## config.mk

```make
export PLATFORM = sky130hd
export DESIGN_NAME = iq_outport
export DESIGN_NICKNAME = d
export VERILOG_FILES = /design/src/rtl/iqp_pkg.sv /design/src/rtl/iqp_hold.sv /design/src/rtl/iqp_arb.sv /design/src/rtl/iqp_tx.sv /design/src/rtl/iq_outport.sv
export SDC_FILE = /design/constraint.sdc
export NUM_CORES = 1
export LEC_CHECK = 0
export BUFFER_PORTS_ARGS = -buffer_cell sky130_fd_sc_hd__buf_4
export CAP_MARGIN = 5
export CORE_UTILIZATION = 48
export CTS_CLUSTER_SIZE = 24
export DETAILED_ROUTE_END_ITERATION = 10
export PLACE_DENSITY = 0.84
export SETUP_SLACK_MARGIN = 0.02
export SYNTH_ARGS = -nofsm -noshare
export SYNTH_HDL_FRONTEND = slang
export SYNTH_SLANG_ARGS = --single-unit
```

## constraint.sdc

```tcl
create_clock -name clk -period 1.7 [get_ports clk]
set_clock_uncertainty 0.2 [all_clocks]
set_input_delay 0.34 -clock clk [delete_from_list [all_inputs] [get_ports clk]]
set_output_delay 0.34 -clock clk [all_outputs]
set_load 0.02 [all_outputs]
```

## src/rtl/iqp_pkg.sv

```systemverilog
package iqp_pkg;

  typedef enum logic {
    TX_IDLE   = 1'b0,
    TX_SECOND = 1'b1
  } tx_state_t;

  function automatic int id_width(input int n);
    return (n > 1) ? $clog2(n) : 1;
  endfunction

endpackage

```

## src/rtl/iqp_hold.sv

```systemverilog
module iqp_hold #(
  parameter int DW = 16
) (
  input  logic          clk,
  input  logic          rst,
  input  logic          load,
  input  logic          consume,
  input  logic [DW-1:0] din_i,
  input  logic [DW-1:0] din_q,
  output logic          pend_o,
  output logic [DW-1:0] hold_i_o,
  output logic [DW-1:0] hold_q_o
);

  // A fresh load wins over a consume at the same edge.
  always_ff @(posedge clk) begin
    if (rst)          pend_o <= 1'b0;
    else if (load)    pend_o <= 1'b1;
    else if (consume) pend_o <= 1'b0;
  end

  // Data storage is left without reset so it maps onto plain registers or RAM.
  always_ff @(posedge clk) begin
    if (load) begin
      hold_i_o <= din_i;
      hold_q_o <= din_q;
    end
  end

  // a strobe always leaves the channel pending with the newest sample.
  p_load_keeps_newest_r7: assert property (@(posedge clk) disable iff (rst)
    load |=> (pend_o && hold_i_o == $past(din_i) && hold_q_o == $past(din_q)));

endmodule

```

## src/rtl/iqp_arb.sv

```systemverilog
module iqp_arb #(
  parameter int NCH = 4,
  parameter int CW  = 2
) (
  input  logic           clk,
  input  logic           rst,
  input  logic [NCH-1:0] pend_i,
  output logic [CW-1:0]  idx_o
);

  logic [NCH-1:0] lower_mask;

  // Scan from the lowest priority upward so the lowest index wins.
  always_comb begin
    idx_o = '0;
    for (int k = NCH - 1; k >= 0; k--) begin
      if (pend_i[k]) idx_o = CW'(k);
    end
  end

  always_comb begin
    lower_mask = '0;
    for (int k = 0; k < NCH; k++) begin
      if (CW'(k) < idx_o) lower_mask[k] = 1'b1;
    end
  end

  // the granted channel is pending and no higher-priority one is waiting.
  p_grant_highest_r8: assert property (@(posedge clk) disable iff (rst)
    (|pend_i) |-> (pend_i[idx_o] && ((pend_i & lower_mask) == '0)));

endmodule

```

## src/rtl/iqp_tx.sv

```systemverilog
module iqp_tx
  import iqp_pkg::*;
#(
  parameter int NCH = 4,
  parameter int DW  = 16,
  parameter int CW  = 2
) (
  input  logic                    clk,
  input  logic                    rst,
  input  logic                    req_i,
  input  logic                    ack_i,
  input  logic                    alt_i,
  input  logic                    fmt_i,
  input  logic [NCH-1:0]          vld_i,
  input  logic [CW-1:0]           sel_i,
  input  logic [NCH-1:0][DW-1:0]  hold_i,
  input  logic [NCH-1:0][DW-1:0]  hold_q,
  output logic [NCH-1:0]          consume_o,
  output logic [DW-1:0]           data_o,
  output logic                    iq_o,
  output logic [CW-1:0]           ch_o
);

  localparam int HB = DW / 2;

  tx_state_t     st_q;
  logic [DW-1:0] stage_q;
  logic          renew_q;
  logic          start;
  logic [DW-1:0] packed_word;

  assign start = req_i && ack_i && !alt_i && (st_q == TX_IDLE);

  always_comb begin
    packed_word = '0;
    packed_word[DW-1 -: HB]    = hold_i[sel_i][DW-1 -: HB];
    packed_word[DW-HB-1 -: HB] = hold_q[sel_i][DW-1 -: HB];
  end

  // Release the channel on its last word; a same-edge load in the hold wins.
  always_comb begin
    consume_o = '0;
    if (st_q == TX_SECOND) begin
      if (!renew_q) consume_o[ch_o] = 1'b1;
    end else if (start && fmt_i) begin
      consume_o[sel_i] = 1'b1;
    end
  end

  always_ff @(posedge clk) begin
    if (rst) begin
      st_q    <= TX_IDLE;
      stage_q <= '0;
      renew_q <= 1'b0;
      data_o  <= '0;
      iq_o    <= 1'b0;
      ch_o    <= '0;
    end else if (st_q == TX_SECOND) begin
      data_o <= stage_q;
      iq_o   <= 1'b0;
      st_q   <= TX_IDLE;
    end else if (start) begin
      ch_o <= sel_i;
      iq_o <= 1'b1;
      if (fmt_i) begin
        data_o <= packed_word;
      end else begin
        data_o  <= hold_i[sel_i];
        stage_q <= hold_q[sel_i];
        renew_q <= vld_i[sel_i];
        st_q    <= TX_SECOND;
      end
    end else begin
      iq_o <= 1'b0;
    end
  end

  // the cycle after an I word in split format carries Q with the flag low.
  p_q_flag_low_r3: assert property (@(posedge clk) disable iff (rst)
    (st_q == TX_SECOND) |=> !iq_o);

  // the channel tag does not move between the two halves of a pair.
  p_tag_held_r6: assert property (@(posedge clk) disable iff (rst)
    (st_q == TX_SECOND) |=> $stable(ch_o));

  // with no transfer starting, the bus holds and the flag is low.
  p_idle_bus_held_r9: assert property (@(posedge clk) disable iff (rst)
    (st_q == TX_IDLE && !start) |=> ($stable(data_o) && !iq_o));

endmodule

```

## src/rtl/iq_outport.sv

```systemverilog
module iq_outport
  import iqp_pkg::*;
#(
  parameter int NCH = 4,
  parameter int DW  = 16,
  localparam int CW = iqp_pkg::id_width(NCH)
) (
  input  logic                   clk,
  input  logic                   rst,
  input  logic [NCH-1:0][DW-1:0] smp_i,
  input  logic [NCH-1:0][DW-1:0] smp_q,
  input  logic [NCH-1:0]         smp_vld,
  input  logic                   fmt_pack,
  input  logic                   cfg_alt,
  input  logic                   ack_i,
  output logic                   req_o,
  output logic [DW-1:0]          data_o,
  output logic                   iq_o,
  output logic [CW-1:0]          ch_o
);

  logic [NCH-1:0]          pend;
  logic [NCH-1:0]          consume;
  logic [NCH-1:0]          pend_nxt;
  logic [NCH-1:0][DW-1:0]  hold_i;
  logic [NCH-1:0][DW-1:0]  hold_q;
  logic [CW-1:0]           sel;

  for (genvar c = 0; c < NCH; c++) begin : g_ch
    iqp_hold #(.DW(DW)) u_hold (
      .clk      (clk),
      .rst      (rst),
      .load     (smp_vld[c]),
      .consume  (consume[c]),
      .din_i    (smp_i[c]),
      .din_q    (smp_q[c]),
      .pend_o   (pend[c]),
      .hold_i_o (hold_i[c]),
      .hold_q_o (hold_q[c])
    );
  end

  iqp_arb #(.NCH(NCH), .CW(CW)) u_arb (
    .clk    (clk),
    .rst    (rst),
    .pend_i (pend),
    .idx_o  (sel)
  );

  iqp_tx #(.NCH(NCH), .DW(DW), .CW(CW)) u_tx (
    .clk       (clk),
    .rst       (rst),
    .req_i     (req_o),
    .ack_i     (ack_i),
    .alt_i     (cfg_alt),
    .fmt_i     (fmt_pack),
    .vld_i     (smp_vld),
    .sel_i     (sel),
    .hold_i    (hold_i),
    .hold_q    (hold_q),
    .consume_o (consume),
    .data_o    (data_o),
    .iq_o      (iq_o),
    .ch_o      (ch_o)
  );

  assign pend_nxt = smp_vld | (pend & ~consume);

  // Request is registered alongside the pending flags it summarises.
  always_ff @(posedge clk) begin
    if (rst) req_o <= 1'b0;
    else     req_o <= !cfg_alt && (|pend_nxt);
  end

  // request never shows without a waiting sample.
  p_req_needs_pend_r2: assert property (@(posedge clk) disable iff (rst)
    !(|pend) |-> !req_o);

  // suspension keeps the I flag down on the following cycle.
  p_alt_silences_r10: assert property (@(posedge clk) disable iff (rst)
    cfg_alt |=> !iq_o);

endmodule

```

==> results of run 1 <==
[per-stage QoR]
step	total power (µW)	setup TNS [ns]	hold slack (ns)	setup slack (ns)	utilization, %
2_1_floorplan	5350	0	0.239	0.0339	-
3_3_place_gp	5890	-2.96	0.296	-0.203	61.5
4_1_cts	10100	-0.484	0.0125	-0.0670	78.5
5_1_grt	10700	-3.34	0.0120	-0.238	80.3
6_report	10400	-2.09	0.0321	-0.232	80.3
3_5_place_dp	5930	-4.65	0.293	-0.253	61.5
[synthesized netlist by cell type (all sizes together) (5+ instances only)]
cell type | n | area share, %
edfxtp | 128 | 58
dfxtp | 42 | 13
nor2 | 31 | 2.0
a221oi | 25 | 3.5
nand2 | 25 | 1.4
a21oi | 24 | 1.8
a211oi | 18 | 2.1
a22oi | 18 | 2.0
buf | 17 | 1.6
clkbuf | 17 | 1.1
a22o | 12 | 1.6
inv | 11 | 0.62
nand3b | 9 | 1.0
nand2b | 8 | 0.75
o22ai | 8 | 0.75
o31ai | 8 | 0.90
or4bb | 8 | 1.3
a31oi | 7 | 0.66
nand4bb | 6 | 1.3
o221a | 5 | 0.84
o221ai | 5 | 0.66
[logic make-up (layout without fill, tap and decap cells)]
family / count (synthesis) / after routing
flops: 170 / 170
compound gates: 137 / 137
buf+inv: 45 / 382
simple gates: 113 / 113
[report_power, final]
part | switching, µW | total, µW | internal [µW]
sequential | 164 | 4930 | 4770
clock | 1640 | 3930 | 2300
combinational | 717 | 1560 | 839
total | 2520 | 10400 | 7910
[registers in the layout (all words and copies together), names as in the netlist]
| name | count |
|---|---|
| g_ch.u_hold.hold_i_o | 64 |
| g_ch.u_hold.hold_q_o | 64 |
| u_tx.data_o | 16 |
| u_tx.stage_q | 16 |
| g_ch.u_hold.pend_o | 4 |
| u_tx.ch_o | 2 |
| req_o | 1 |
| u_tx.iq_o | 1 |
| u_tx.renew_q | 1 |
| u_tx.st_q | 1 |
[what timing repair did]
action,in CTS,in global routing
buffers inserted,7,3
gates resized for setup,62,46
endpoints found under the hold margin,130,0
pin swaps,22,37
endpoints found under the setup margin,34,38
hold buffers,130,0
[routing by layer]
| metal | share of wire [%] | routed length (µm) |
|---|---|---|
| met5 | 0 | 0 |
| met4 | 4.3 | 1030 |
| met3 | 8.5 | 2020 |
| met2 | 51 | 12200 |
| met1 | 36 | 8660 |
[worst paths after layout]
path | startpoint | end | slack [ns] | cells past startpoint
min | smp_vld[3] | g_ch[3].u_hold.hold_i_o[12] | 0.03 | 1
min reg2reg | u_tx.stage_q[5] | u_tx.stage_q[5] | 0.31 | 2
max reg2reg | g_ch[0].u_hold.pend_o | u_tx.data_o[4] | -0.23 | 6
max | g_ch[0].u_hold.pend_o | u_tx.data_o[4] | -0.23 | 6
[layout make-up]
| class | count | area share (%) |
|---|---|---|
| clock buffers | 19 | 4.02 |
| inverters | 11 | 0.384 |
| well taps | 176 | 2.05 |
| multi-input cells | 250 | 20.9 |
| clock inverters | 13 | 1.43 |
| repair buffers | 339 | 27.6 |
| flip-flops and latches | 170 | 43.7 |
==> results.md, run 1 <==
* Outcome: finished, violations left
* Failing checks: setup timing
* Chip width at 120 µm
* Max_cap viols at 0
* Mapped cell area at 6670 µm²
* Worst vdd ir at 0.825 mV
* Sink Count at 170
* Final HPWL DP at 12300 µm
* Clock Latency Late Sink at 0.43 ns
* Compound-Gate Fraction of Synth Area at 15.5%
* Final net count at 926
* Cell Area, Placed at 8240 µm²
* Cts bufs inserted at 17
* Power Density at 968 nW/µm²
* Dpl cells at 806
* Max clock buf depth at 2
* Gr busiest metal: met2
* Initial Util at 49.8%
* Register cell area after layout at 4700 µm²
* Worst Tran Pin Value at 0.521 ns
* Post-Synth XOR/XNOR Area at 0%
* Area of the multi-input gates at 2250 µm²
* Ports at 157
* Post-Layout Cell Count at 978
* Sequential share of the synthesized area at 70.2%
* M1 GR Usage at 39.1%
* Slowest CP cell: a221oi_4
* Vias/cell at 6.02
* Largest family of logic cells by synthesized area: compound AO/OA/AOI/OAI gates
* Most frequent cells in the layout: buf_4 (190), dlygate4sd3_1 (130), edfxtp_1 (128)
* WS Path Type: reg -> reg
* Total grt overflow at 0
* WL final at 23900 µm
* WL per Instance at 24.4 µm
* Worst path buffer plus inverter count at 2
* Number of global-route vias before repair at 6022
* Number of core rows at 42
* Crit path max-delay family: compound AO/OA/AOI/OAI gates
* Unique masters post-synth at 50
* Tot GR Track Use at 32.6%
* DRT Pass-1 Iters at 5
* Initial DRC Count at 703
* First-pass GRT wire length at 33800 µm
* Worst Setup Start Kind: flip-flop
* Final WS setup at -0.232 ns
* Seq cells post-synth at 170
* Post-route cell area at 10800 µm²
* Largest net degree at the start of global routing at 32
* Placer Congestion at 0.852
* RSZ-0062 raised after global routing: true
* Final Max Slew Viols at 0
* CP required at 1.79 ns
* Tmin final at 1.93 ns
* Root Driver: clkbuf_16
* Clock transition at path regs at 0.07 ns
* Fill cells at 654
* Share of flip-flops with an asynchronous set or reset at 0%
* PortBufs at 156
* Mux contribution to synthesized area at 0%
* Die ar. at 14400 µm²
* Fraction of layout cells with a size suffix above 1 at 40.3%
* Adder-cell share of the synthesized area at 0%
* Met3 Track Usage GR at 6.84%
* # diodes at 0
* YS warnings at 0
* # DRC at 0
* Worst-path cell chain: buf_4 > nor2_2 > and2_4 > buf_6 > a221oi_4 > o221ai_2
* Simple-gate share of the synthesized area at 11.0%
* P_leak at 0.00405 µW
* Global routing usage on met2 at 56.3%
* Slew headroom at 65.1%
* Syn Inst Count at 465
* Final ANT Viol Nets at 0
* Data arrival, critical path at 2.02 ns
* Most common cell after layout, fill and taps aside: buf_4
* Syn_area_per_cell at 14.4 µm²
* HP Class: in -> reg
* CTS tree: built
* Crit-path max cell delay at 0.40 ns
* H-Tree Depth at 4
* Post-synth EDFFs at 128
* Endpoints failing hold at 0
* Max Freq at 0.518 GHz
* Most frequently used flop master after synthesis: edfxtp_1
* CORE AREA at 13400 µm²
* Total number of vias at 5887
* P&R area growth vs syn at 61.3%
* Initial antenna violation count at 0
* Max FO, Critical Path at 10
* Syn_nets at 602
* Final setup vio count at 31
* Die height at 120 µm
* CP Capture Type: flip-flop
* Final Cycle Share at 114%
No activity file was read; power rests on OpenSTA's default activity.
==> run 2, diff against run 1 <==
--- a/config.mk
+++ b/config.mk
@@ -7,6 +7,7 @@
 export LEC_CHECK = 0
 export BUFFER_PORTS_ARGS = -buffer_cell sky130_fd_sc_hd__buf_4
 export CAP_MARGIN = 5
+export CORE_MARGIN = 3
 export CORE_UTILIZATION = 48
 export CTS_CLUSTER_SIZE = 24
 export DETAILED_ROUTE_END_ITERATION = 10
==> run 2 against run 1 <==
The run still ends with setup timing left. Fmax fell by 9.0%. Global-route usage shrank 1.7 points. Sequential power about the same. Via count is 2.4% higher. Final cell count up 0.20%. Clock-buffer cell count rose by 2. Power decreased by 0.70%. Critical path type unchanged.
==> results.md, run 2 (synthesis results as in run 1) <==
* WS Path Type: reg -> reg
* Crit path max-delay family: compound AO/OA/AOI/OAI gates
* DRT Pass-1 Iters at 5
* Largest regs: g_ch.u_hold.hold_i_o: 64 flops, g_ch.u_hold.hold_q_o: 64 flops
* Die ar. at 15400 µm²
* Number of global-route vias before repair at 6175
* Worst Tran Pin Value at 0.459 ns
* Worst vdd ir at 0.971 mV
* Outcome: finished, violations left
* Max FO, Critical Path at 12
* CP required at 1.73 ns
* Max_cap viols at 0
* P_leak at 0.00409 µW
* Endpoints failing hold at 0
* Worst-path cell chain: buf_6 > nor2_1 > and2_2 > buf_8 > a221oi_1 > o221ai_1
* Chip width at 124 µm
* HP Class: in -> reg
* Comb pwr share at 15.1%
* Final Hold Slack at 0.0438 ns
* WL per Instance at 25.8 µm
* Final net count at 928
* Initial antenna violation count at 0
* Cts bufs inserted at 17
* Total grt overflow at 0
* Die height at 124 µm
* Number of core rows at 42
* Initial Util at 49.8%
* Power Density at 960 nW/µm²
* Max Freq at 0.471 GHz
* Failing checks: setup timing
* Most frequent cells in the layout: buf_4 (188), dlygate4sd3_1 (130), edfxtp_1 (128)
* Part of the power in registers at 47.6%
* PortBufs at 156
* Final ANT Viol Nets at 0
* Final Cycle Share at 125%
* P_int at 7720 µW
* Root Driver: clkbuf_16
* WL final at 25300 µm
* First-pass GRT wire length at 34400 µm
* Data arrival, critical path at 2.16 ns
* Final HPWL DP at 12200 µm
* Final Max Slew Viols at 0
* Clock Power Share at 37.3%
* Tot GR Track Use at 30.9%
* Sw Ratio at 25.5%
* Post-Place Worst Slack at -0.314 ns
* NetSw at 2630 µW
* Sink Count at 170
* Ports at 157
* CP Capture Type: flip-flop
* Max clock buf depth at 2
* Total number of vias at 6027
* Final WS setup at -0.423 ns
* P&R area growth vs syn at 61.5%
* # diodes at 0
* Initial DRC Count at 1016
* Placer Congestion at 0.899
* CORE AREA at 13400 µm²
* Largest net degree at the start of global routing at 38
* Crit-path max cell delay at 0.42 ns
* # DRC at 0
* Worst Setup Start Kind: flip-flop
* Worst path buffer plus inverter count at 2
* Vias/cell at 6.15
* Clock Latency Late Sink at 0.43 ns
* Slew headroom at 69.4%
* Final setup vio count at 34
* Most common cell after layout, fill and taps aside: buf_4
* Fraction of layout cells with a size suffix above 1 at 40.4%
* Clock transition at path regs at 0.07 ns
* H-Tree Depth at 4
* Slowest CP cell: dfxtp_4
* CTS tree: built
* RSZ-0062 raised after global routing: true
* Tmin final at 2.12 ns
run 2: cell count changes in the layout (fill, tap and decap cells not counted), moves of 3 or more:
cell	previous run	this run
a221oi_1	1	8
a221oi_4	10	6
buf_6	16	12
a221oi_2	14	11
buf_12	3	6
buf_8	0	3
bufinv_16	3	0
clkbuf_16	17	20
clkinv_1	3	0
inv_6	0	3
run 2: final timing paths:
check                             start               endpoint  slack (ns)  cells after the start
hold / removal               smp_vld[3]  g_ch[3].u_hold.pend_o        0.04                      3
setup / recovery  g_ch[1].u_hold.pend_o         u_tx.data_o[1]       -0.42                      6
hold reg to reg         u_tx.stage_q[6]        u_tx.stage_q[6]        0.32                      2
setup reg to reg  g_ch[1].u_hold.pend_o         u_tx.data_o[1]       -0.42                      6
run 2: power by group through the flow:
| stage | sequential [µW] | clock [µW] | combinational, µW |
|---|---|---|---|
| detailed placement | 4960 | 0 | 969 |
| global placement | 4950 | 0 | 944 |
| floorplan | 4930 | 0 | 415 |
| CTS | 4890 | 3750 | 1340 |
| finish | 4930 | 3860 | 1560 |
| global route | 4950 | 4030 | 1610 |
run 2: cell type report:
type                            instances  area (µm²)
Tap cell                              176         220
Clock inverter                         11        81.3
Fill cell                             611        2620
Multi-Input combinational cell        250        2170
Inverter                               11        41.3
Clock buffer                           21         493
Sequential cell                       170        4700
Timing Repair Buffer                  341        3070
run 2: stage by stage:
step / utilization, % / power, µW / cell area, µm² / TNS (ns) / std cells
2_1_floorplan: - / 5350 / 6680 / 0 / 465
6_report: 80.4 / 10400 / 10800 / -4.26 / 980
3_3_place_gp: 61.4 / 5890 / 8230 / -2.15 / 800
4_1_cts: 77.9 / 9990 / 10400 / -0.478 / 967
5_1_grt: 80.4 / 10600 / 10800 / -5.85 / 980
3_5_place_dp: 61.4 / 5930 / 8230 / -4.44 / 800
run 2: repair_timing:
| item | in CTS | in global routing |
|---|---|---|
| hold endpoints to repair | 130 | 0 |
| cloned | 2 | 1 |
| hold buffers | 130 | 0 |
| endpoints found under the setup margin | 33 | 38 |
| gates resized for setup | 53 | 50 |
| pin swaps | 35 | 26 |
| setup buffers | 3 | 13 |
run 2: routing by layer:
layer	part of all wire [%]	vias up	GRT usage, %
li1	-	2499	-
met1	35	2888	35.5
met2	50	520	52.7
met3	10	120	8.13
met4	5.7	0	17.2
met5	0	-	0
run 2: worst reg2reg max path: cells and delay by family (launching register included):
family                 cells  cell delay, ns
AOI/OAI and AO/OA          2            0.66
DFF                        1            0.42
buffers and inverters      2            0.32
and+or+nand+nor            2            0.32
